==> config.mk <==
export PLATFORM = sky130hd
export DESIGN_NAME = ctx_ring_match
export DESIGN_NICKNAME = d
export VERILOG_FILES = /design/src/rtl/ctx_ring_match_pkg.sv /design/src/rtl/ctx_ring_match_dp.sv /design/src/rtl/ctx_ring_match_ctl.sv /design/src/rtl/ctx_ring_match.sv
export SDC_FILE = /design/constraint.sdc
export NUM_CORES = 1
export LEC_CHECK = 0
export CAP_MARGIN = 25
export CORE_AREA = 2 2 74 76
export CTS_CLUSTER_DIAMETER = 150
export DETAILED_ROUTE_END_ITERATION = 10
export DIE_AREA = 0 0 76 78
export PLACE_DENSITY_LB_ADDON = 0.12
export SYNTH_ARGS = -nofsm -noshare
export SYNTH_HDL_FRONTEND = slang
export SYNTH_HIERARCHICAL = 1
export SYNTH_SLANG_ARGS = --single-unit
==> constraint.sdc <==
create_clock -name clk -period 0.8 [get_ports clk]
set_input_delay 0.08 -clock clk [delete_from_list [all_inputs] [get_ports clk]]
set_output_delay 0.08 -clock clk [all_outputs]
set_load 0.01 [all_outputs]
==> src/rtl/ctx_ring_match_pkg.sv <==
package ctx_ring_match_pkg;

  typedef enum logic [1:0] {
    RING_USER = 2'd0,
    RING_OS   = 2'd1,
    RING_POOL = 2'd2,
    RING_PHYS = 2'd3
  } ring_e;

  // Raw per-ring compare results handed from datapath to control.
  typedef struct packed {
    logic phys;
    logic pool;
    logic os;
    logic user;
  } ring_hits_t;

  function automatic logic [31:0] byteSwap32(input logic [31:0] w);
    return {w[7:0], w[15:8], w[23:16], w[31:24]};
  endfunction

endpackage

==> src/rtl/ctx_ring_match_dp.sv <==
module ctx_ring_match_dp
  import ctx_ring_match_pkg::*;
#(
  parameter int BLK_W = 4,
  parameter int IDX_W = 20,
  parameter int LS_W  = 12,
  parameter int PIR_W = 16
) (
  input  logic [BLK_W-1:0] tgtBlk,
  input  logic [IDX_W-1:0] tgtIdx,
  input  logic [LS_W-1:0]  logicServ,
  input  logic [31:0]      ctxUserW2,
  input  logic [31:0]      ctxOsW2,
  input  logic [31:0]      ctxPoolW2,
  input  logic [31:0]      ctxPhysW2,
  input  logic [PIR_W-1:0] procId,
  input  logic [BLK_W-1:0] ctlBlk,
  input  logic             tid8Bit,
  output ring_hits_t       hits
);

  localparam int CAM_W     = BLK_W + IDX_W;
  localparam int VALID_BIT = 31;
  localparam int N_CAM_RINGS = 2;  // pool and OS carry a stored CAM field

  // Words converted from wire byte order to logical order.
  logic [31:0] userWord, osWord, poolWord, physWord;
  assign userWord = byteSwap32(ctxUserW2);
  assign osWord   = byteSwap32(ctxOsW2);
  assign poolWord = byteSwap32(ctxPoolW2);
  assign physWord = byteSwap32(ctxPhysW2);

  logic [CAM_W-1:0] tgtCam;
  assign tgtCam = {tgtBlk, tgtIdx};

  // Hardware CAM line built from the processor id.
  logic [IDX_W-1:0] hwIdx;
  always_comb begin
    hwIdx = '0;
    if (tid8Bit) begin
      hwIdx[8]   = 1'b1;
      hwIdx[7:0] = procId[7:0];
    end else begin
      hwIdx[7]   = 1'b1;
      hwIdx[6:0] = procId[6:0];
    end
  end

  logic [CAM_W-1:0] hwCam;
  assign hwCam = {ctlBlk, hwIdx};

  // Stored-CAM rings compared in a uniform way.
  logic [N_CAM_RINGS-1:0][31:0] camWords;
  logic [N_CAM_RINGS-1:0]       camHit;
  assign camWords[0] = poolWord;
  assign camWords[1] = osWord;

  for (genvar g = 0; g < N_CAM_RINGS; g++) begin : gCamRing
    assign camHit[g] = camWords[g][VALID_BIT] &&
                       (camWords[g][CAM_W-1:0] == tgtCam);
  end

  logic lsEq;
  assign lsEq = (userWord[LS_W-1:0] == logicServ);

  assign hits.phys = physWord[VALID_BIT] && (hwCam == tgtCam);
  assign hits.pool = camHit[0];
  assign hits.os   = camHit[1];
  assign hits.user = camHit[1] && userWord[VALID_BIT] && lsEq;

endmodule

==> src/rtl/ctx_ring_match_ctl.sv <==
module ctx_ring_match_ctl
  import ctx_ring_match_pkg::*;
(
  input  logic       clk,
  input  logic       rstN,
  input  logic       fmtUser,
  input  logic       camIgnore,
  input  ring_hits_t hits,
  output logic       matchValid,
  output logic [1:0] matchRing,
  output logic       unsupported
);

  logic  nextValid;
  ring_e nextRing;
  logic  nextUnsup;

  always_comb begin
    nextValid = 1'b0;
    nextRing  = RING_USER;
    nextUnsup = 1'b0;
    if (!fmtUser) begin
      if (camIgnore) begin
        nextUnsup = 1'b1;
      end else if (hits.phys) begin
        nextValid = 1'b1;
        nextRing  = RING_PHYS;
      end else if (hits.pool) begin
        nextValid = 1'b1;
        nextRing  = RING_POOL;
      end else if (hits.os) begin
        nextValid = 1'b1;
        nextRing  = RING_OS;
      end
    end else if (hits.user) begin
      nextValid = 1'b1;
      nextRing  = RING_USER;
    end
  end

  always_ff @(posedge clk or negedge rstN) begin
    if (!rstN) begin
      matchValid  <= 1'b0;
      matchRing   <= 2'd0;
      unsupported <= 1'b0;
    end else begin
      matchValid  <= nextValid;
      matchRing   <= nextRing;
      unsupported <= nextUnsup;
    end
  end

  // an unsupported request never reports a ring
  a_r3_unsup_no_match: assert property (@(posedge clk) disable iff (!rstN)
    unsupported |-> (!matchValid && matchRing == 2'd0));

  // idle result carries ring zero
  a_r10_idle_ring_zero: assert property (@(posedge clk) disable iff (!rstN)
    !matchValid |-> matchRing == 2'd0);

  // a user-ring result only follows a format-1 request
  a_r8_user_from_fmt1: assert property (@(posedge clk) disable iff (!rstN)
    (matchValid && matchRing == 2'd0) |-> $past(fmtUser));

  // a physical hit in format 0 always wins on the next cycle
  a_r4_phys_wins: assert property (@(posedge clk) disable iff (!rstN)
    ($past(rstN) && $past(hits.phys && !fmtUser && !camIgnore))
      |-> (matchValid && matchRing == 2'd3));

  // the datapath cannot see a user hit without an OS hit
  a_r8_user_needs_os: assert property (@(posedge clk) disable iff (!rstN)
    hits.user |-> hits.os);

endmodule

==> src/rtl/ctx_ring_match.sv <==
module ctx_ring_match
  import ctx_ring_match_pkg::*;
#(
  parameter int BLK_W = 4,
  parameter int IDX_W = 20,
  parameter int LS_W  = 12,
  parameter int PIR_W = 16
) (
  input  logic             clk,
  input  logic             rstN,
  input  logic             fmtUser,
  input  logic [BLK_W-1:0] tgtBlk,
  input  logic [IDX_W-1:0] tgtIdx,
  input  logic             camIgnore,
  input  logic [LS_W-1:0]  logicServ,
  input  logic [31:0]      ctxUserW2,
  input  logic [31:0]      ctxOsW2,
  input  logic [31:0]      ctxPoolW2,
  input  logic [31:0]      ctxPhysW2,
  input  logic [PIR_W-1:0] procId,
  input  logic [BLK_W-1:0] ctlBlk,
  input  logic             tid8Bit,
  output logic             matchValid,
  output logic [1:0]       matchRing,
  output logic             unsupported
);

  ring_hits_t hits;

  ctx_ring_match_dp #(
    .BLK_W(BLK_W), .IDX_W(IDX_W), .LS_W(LS_W), .PIR_W(PIR_W)
  ) uDp (
    .tgtBlk(tgtBlk), .tgtIdx(tgtIdx), .logicServ(logicServ),
    .ctxUserW2(ctxUserW2), .ctxOsW2(ctxOsW2),
    .ctxPoolW2(ctxPoolW2), .ctxPhysW2(ctxPhysW2),
    .procId(procId), .ctlBlk(ctlBlk), .tid8Bit(tid8Bit),
    .hits(hits)
  );

  ctx_ring_match_ctl uCtl (
    .clk(clk), .rstN(rstN), .fmtUser(fmtUser), .camIgnore(camIgnore),
    .hits(hits), .matchValid(matchValid), .matchRing(matchRing),
    .unsupported(unsupported)
  );

endmodule

==> metrics.md, run 1 <==
| Metric | Value |
|---|---|
| Clk sink count | 4 |
| CTS tree | done |
| Synth Warn # | 6 |
| Worst path slowest cell | or3_1 |
| Crit path largest cell delay | 340 ps |
| Syn_nets | 307 |
| Syn Std Cell Area | 995 um2 |
| Die Y | 78 um |
| Total CTS buffers | 3 |
| Hold Path Class | in -> async |
| Cell-by-cell trace of the critical path | dlygate4sd2_1 > xor2_1 > nor4_4 > nand3_4 > nor3_2 > or3_1 > a22o_1 |
| Dominant cell type by area after synthesis | xor2_1 |
| Synth Flop Type | dfrtp_1 |
| Top cells by area, synth | xor2_1, xnor2_1, dfrtp_1 |
| RSZ-0062 raised after global routing | true |
| Crit path launch type | primary input |
| Asr flop ratio synth | 100% |
| Layout cells sized above 1 | 43.6% |
| CTS Hold Bufs | 0 |
| Die area | 5930 um2 |
| Status | complete, but fails checks |
| Worst Tran Pin Value | 277 ps |
| Synth top cells by count | xor2_1, xnor2_1, nor4_1, nand4_1, nand3_1 |
| Clk buf depth | 2 |
| Min Tclk post-route | 1210 ps |
| Antenna-violating nets left | 0 |
| Top-count cell post-synth | xor2_1 |
| Peak VDD IR | 0.000549 V |
| Port Buffer Count | 120 |
| Post-synth top area share | 33.5% |
| Nets@finish | 455 |
| # setup viols final | 3 |
| TNS Setup | -1190 ps |
| F_max | 0.826 GHz |
| Max FO, Critical Path | 2 |
| WP data required | 900 ps |
| Seq/Total Area, Yosys | 10.1% |
| Syn Area/Cell | 8.43 um2 |
| Rel. slew slack | 81.4% |
| I/O pin count | 193 |
| 1st-pass router iterations | 4 |
| Period utilisation layout | 151% |
| Routed vias/inst | 4.06 |
| WL final | 4260 um |
| Row cnt | 26 |
| Post-route DRC | 0 |
| Overflow after GRT | 0 |
| Layout area overhead | 152% |
| H-tree Lvls | 1 |
| Post-synth EDFFs | 0 |
| Worst setup path class | in -> reg |
| Starting DRC count in detailed routing | 8 |
| Die X | 76 um |
| CTS root buf | clkbuf_8 |
| Top Family by Delay on Critical Path | simple AND/OR/NAND/NOR gates |
| P_leak | 1.15 nW |
| Largest net degree at the start of global routing | 5 |
| Core ar. | 5040 um2 |
| Tot GR Track Use | 14.3% |
| DP Wirelength | 3930 um |
| # diodes | 0 |
| Max-cap check violation count | 0 |
| Post-Synthesis Cells | 118 |
| Synthesized flop and latch total | 4 |
| Crit path buf inv count | 1 |
| Setup ws final | -410 ps |
| Pwr Density | 676 nW/um2 |
| CP arrival | 1310 ps |
| Via Count | 1355 |
| Placed Instance Area | 2470 um2 |
| Final Hold Fails | 0 |
| Design area | 2510 um2 |
| Synth unique cells | 16 |
| Initial antenna violation count | 0 |
| Clock transition at path regs | 30 ps |
| Starting density of the core | 19.7% |
| Failing checks | negative setup slack |
| First-pass GRT wire length | 6830 um |
| Vias in the first global route | 1457 |
| Critical path endpoint category | register |
| Routed length per placed instance | 12.8 um |
| Slew Limit Fails | 0 |
| Final Core Density | 49.8% |
| GP Congestion | 0.723 |
==> placed cells by master, fill, tap and decap left out, types with 2 or more instances in the layout <==
master and count:
buf_2 27, buf_4 17, buf_6 12, buf_8 2, clkbuf_2 22, clkbuf_8 3, clkdlybuf4s15_1 18, clkdlybuf4s50_1 5
dfrtp_1 4, dlygate4sd2_1 39, nand3_1 3, nand4_1 8, nor2b_1 2, nor3_2 2, nor4_1 4, nor4_2 4
nor4_4 5, nor4b_4 2, o21a_1 2, xnor2_1 28, xnor2_2 7, xor2_1 31, xor2_2 7
==> final timing paths <==
kind | slack [ps] | depth (start not counted) | end | from
worst min-delay path | 70 | 1 | uCtl/matchValid | rstN
min in group clk | 470 | 2 | uCtl/unsupported | camIgnore
worst max-delay path | -410 | 7 | uCtl/matchValid | tgtIdx[0]
max in group asynchronous | 570 | 1 | uCtl/matchRing[0] | rstN
==> logic make-up after synthesis <==
| family | Yosys count | share of synthesized area (%) |
|---|---|---|
| flip-flops | 4 | 10.1 |
| AO/OA/AOI/OAI | 3 | 2.39 |
| XOR/XNOR | 73 | 64.3 |
| AND/OR/NAND/NOR | 38 | 23.3 |
==> layer usage <==
metal  track usage, %  share of wire (%)  vias up
li1                 -                  -      699
met1             17.0                 42      568
met2             24.8                 45       88
met3             6.98                 13        0
met4            0.545                  0        0
met5                0                  0        -
==> sequential cells by signal, indices dropped and copies added (netlist names) <==
| signal | count |
|---|---|
| uCtl/unsupported | 1 |
| uCtl/matchValid | 1 |
| uCtl/matchRing | 2 |
==> final cells by class <==
| type | count | area (um2) |
|---|---|---|
| multi-input cells | 114 | 1160 |
| clock buffers | 3 | 41.3 |
| repair buffers | 143 | 1120 |
| fillers | 525 | 2530 |
| flip-flops and latches | 4 | 100 |
| well taps | 70 | 87.6 |
==> repair_timing <==
item / 4_1_cts / 5_1_grt
buffers inserted: 2 / 0
resized for setup: 290 / 47
pin swaps: 84 / 37
hold endpoints to repair: 0 / 0
setup endpoints to repair: 7 / 5
==> through the flow <==
stage	power, W	hold slack [ps]	setup slack [ps]	instances
detailed placement	0.00133	295	-1110	331
floorplan	0.000530	-216	-394	118
finish	0.00170	66.1	-410	334
global placement	0.00134	300	-1080	331
CTS	0.00172	68.7	-480	335
global route	0.00183	79.8	-493	334
==> report_power, final <==
part | switching (W) | leakage, nW | internal [W]
clock network | 0.0000928 | 0.0216 | 0.000320
registers | 0.000000387 | 0.0548 | 0.000206
logic | 0.000439 | 1.08 | 0.000640
total | 0.000532 | 1.15 | 0.00117
(Power assumes the default switching activity.)
==> run 2, diff against run 1 <==
- CAP_MARGIN: 25 -> 30
==> results of run 2 <==
The final DEF is identical to that of run 1; final timing and power are the same.
==> run 3, diff against run 2 <==
- CELL_PAD_IN_SITES_DETAIL_PLACEMENT: default -> 1
- CELL_PAD_IN_SITES_GLOBAL_PLACEMENT: default -> 2
- CORE_AREA: 2 2 74 76 -> default
- CORE_MARGIN: default -> 2
- CORE_UTILIZATION: default -> 10
- DIE_AREA: 0 0 76 78 -> default
==> metrics.md, run 3 (synthesis gave the netlist of run 1 again) <==
| Metric | Value |
|---|---|
| Status | complete, but fails checks |
| Failing checks | negative setup slack |
| TNS Setup | -1260 ps (-74.6 ps) |
| Max-cap check violation count | 0 (unchanged) |
| Top Family by Delay on Critical Path | simple AND/OR/NAND/NOR gates |
| Routed vias/inst | 3.52 (-13%) |
| Layout area overhead | 176% |
| Routed length per placed instance | 14.1 um (+10%) |
| Layout cells sized above 1 | 51.3% (+7.8 points) |
| Min Tclk post-route | 1250 ps (+36.9 ps) |
| Antenna-violating nets left | 0 (unchanged) |
| Post-route DRC | 0 (unchanged) |
| DP Wirelength | 4980 um (+27%) |
| GP Congestion | 0.679 (-6.0%) |
| Tot GR Track Use | 10.2% (-4.1 points) |
| Port Buffer Count | 120 (unchanged) |
| Critical path endpoint category | register |
| Starting density of the core | 10.2% (-9.5 points) |
| RSZ-0062 raised after global routing | true |
| CP arrival | 1350 ps (+40 ps) |
| H-tree Lvls | 1 (unchanged) |
| Worst Tran Pin Value | 299 ps (+22.6 ps) |
| FF/Latch Area | 100 um2 (unchanged) |
| Placed cells | 389 (+18%) |
| First-pass GRT wire length | 8600 um (+26%) |
| Worst setup path class | in -> reg |
| Setup ws final | -447 ps (-36.9 ps) |
| Largest register FFs | 2 (unchanged) |
| Initial antenna violation count | 0 (unchanged) |
| Non-Filler Instances | 394 (+18%) |
| Clk sink count | 4 (unchanged) |
| Vias in the first global route | 1643 (+13%) |
| Die Y | 104 um (+33%) |
| Via Count | 1386 (+2.3%) |
| P_leak | 1.24 nW (+7.3%) |
| Reg with most FFs | uCtl/matchRing |
| Row cnt | 36 (+38%) |
| CTS root buf | clkbuf_8 |
| Max FO, Critical Path | 2 (unchanged) |
| Largest net degree at the start of global routing | 5 (unchanged) |
| Most frequent cells in the layout | dlygate4sd2_1, clkbuf_2, xnor2_1 |
| Final Hold Fails | 0 (unchanged) |
| WL final | 5550 um (+30%) |
| F_max | 0.802 GHz (-3.0%) |
| Clock transition at path regs | 30 ps (about the same) |
| WP data required | 900 ps (about the same) |
| Slew Limit Fails | 0 (unchanged) |
| Core ar. | 9730 um2 (+93%) |
| Die X | 104 um (+36%) |
| Crit path buf inv count | 1 (unchanged) |
| Total CTS buffers | 3 (unchanged) |
| Top Registers | uCtl/matchRing: 2 flops, uCtl/matchValid: 1 flops, uCtl/unsupported: 1 flops |
| Pwr Density | 656 nW/um2 (-2.9%) |
| I/O pin count | 193 (unchanged) |
| Crit path largest cell delay | 370 ps (+30 ps) |
| Post-place setup slack | -1300 ps (-185 ps) |
| Rel. slew slack | 79.9% (-1.5 points) |
| Hold Path Class | in -> async |
| # setup viols final | 3 (unchanged) |
| CTS tree | done |
| Starting DRC count in detailed routing | 11 (+3) |
| Die area | 10800 um2 (+82%) |
| Cell-by-cell trace of the critical path | clkdlybuf4s15_1 > xor2_1 > nor4_4 > nand2_2 > nor3_4 > or3_1 > a22o_1 |
| Peak VDD IR | 0.000542 V (-1.2%) |
| Multi-input logic area | 1310 um2 (+13%) |
| Nets@finish | 452 (-0.66%) |
| Commonest non-fill, non-tap cell in the layout | dlygate4sd2_1 |
| # diodes | 0 (unchanged) |
| Overflow after GRT | 0 (unchanged) |
| Worst path slowest cell | or3_1 |
| Filler cells | 1163 (+120%) |
| Period utilisation layout | 156% (+4.6 points) |
| Crit path launch type | primary input |
| Clk buf depth | 2 (unchanged) |
| Total power | 0.00180 W (+6.0%) |
| 1st-pass router iterations | 3 (-1) |
## run 3: area by class of cell
cell class	count	share of cell area (%)
Multi-Input combinational cell	114	47.7
Timing Repair Buffer	140	41.1
Tap cell	133	6.06
Sequential cell	4	3.65
Clock buffer	3	1.50
## run 3: repair_timing
item | in CTS | in global routing
pin swaps | 66 | 49
cloned | 0 | 0
setup buffers | 3 | 0
endpoints found under the setup margin | 7 | 6
gates resized for setup | 260 | 104
hold buffers | 0 | 0
## run 3: metrics by stage
step,area (um2),hold slack [ps],utilization [%]
after floorplan,1010,-216,-
after global placement,2510,303,25.8
after detailed placement,2510,301,25.8
after CTS,2610,72.9,26.8
after global routing,2740,91.1,28.2
final,2740,72.3,28.2
## run 3: power by group
part | internal, W | switching (W) | total, W
clock | 0.000321 | 0.000104 | 0.000425
combinational | 0.000670 | 0.000498 | 0.00117
sequential | 0.000206 | 0.000000618 | 0.000207
total | 0.00120 | 0.000603 | 0.00180
## run 3: final timing paths
path | to | cells past startpoint | startpoint
worst min-delay path | uCtl/unsupported | 1 | rstN
min in group clk | uCtl/unsupported | 2 | camIgnore
worst max-delay path | uCtl/matchValid | 7 | ctxOsW2[9]
max in group asynchronous | uCtl/matchRing[0] | 1 | rstN
## run 3: per-layer routing
metal	vias to the layer above	share of wire (%)	GRT usage [%]
met1	631	42	12.8
met5	-	0	0
met4	0	0	0.579
met2	72	50	17.7
met3	0	7.7	3.52
li1	683	-	-
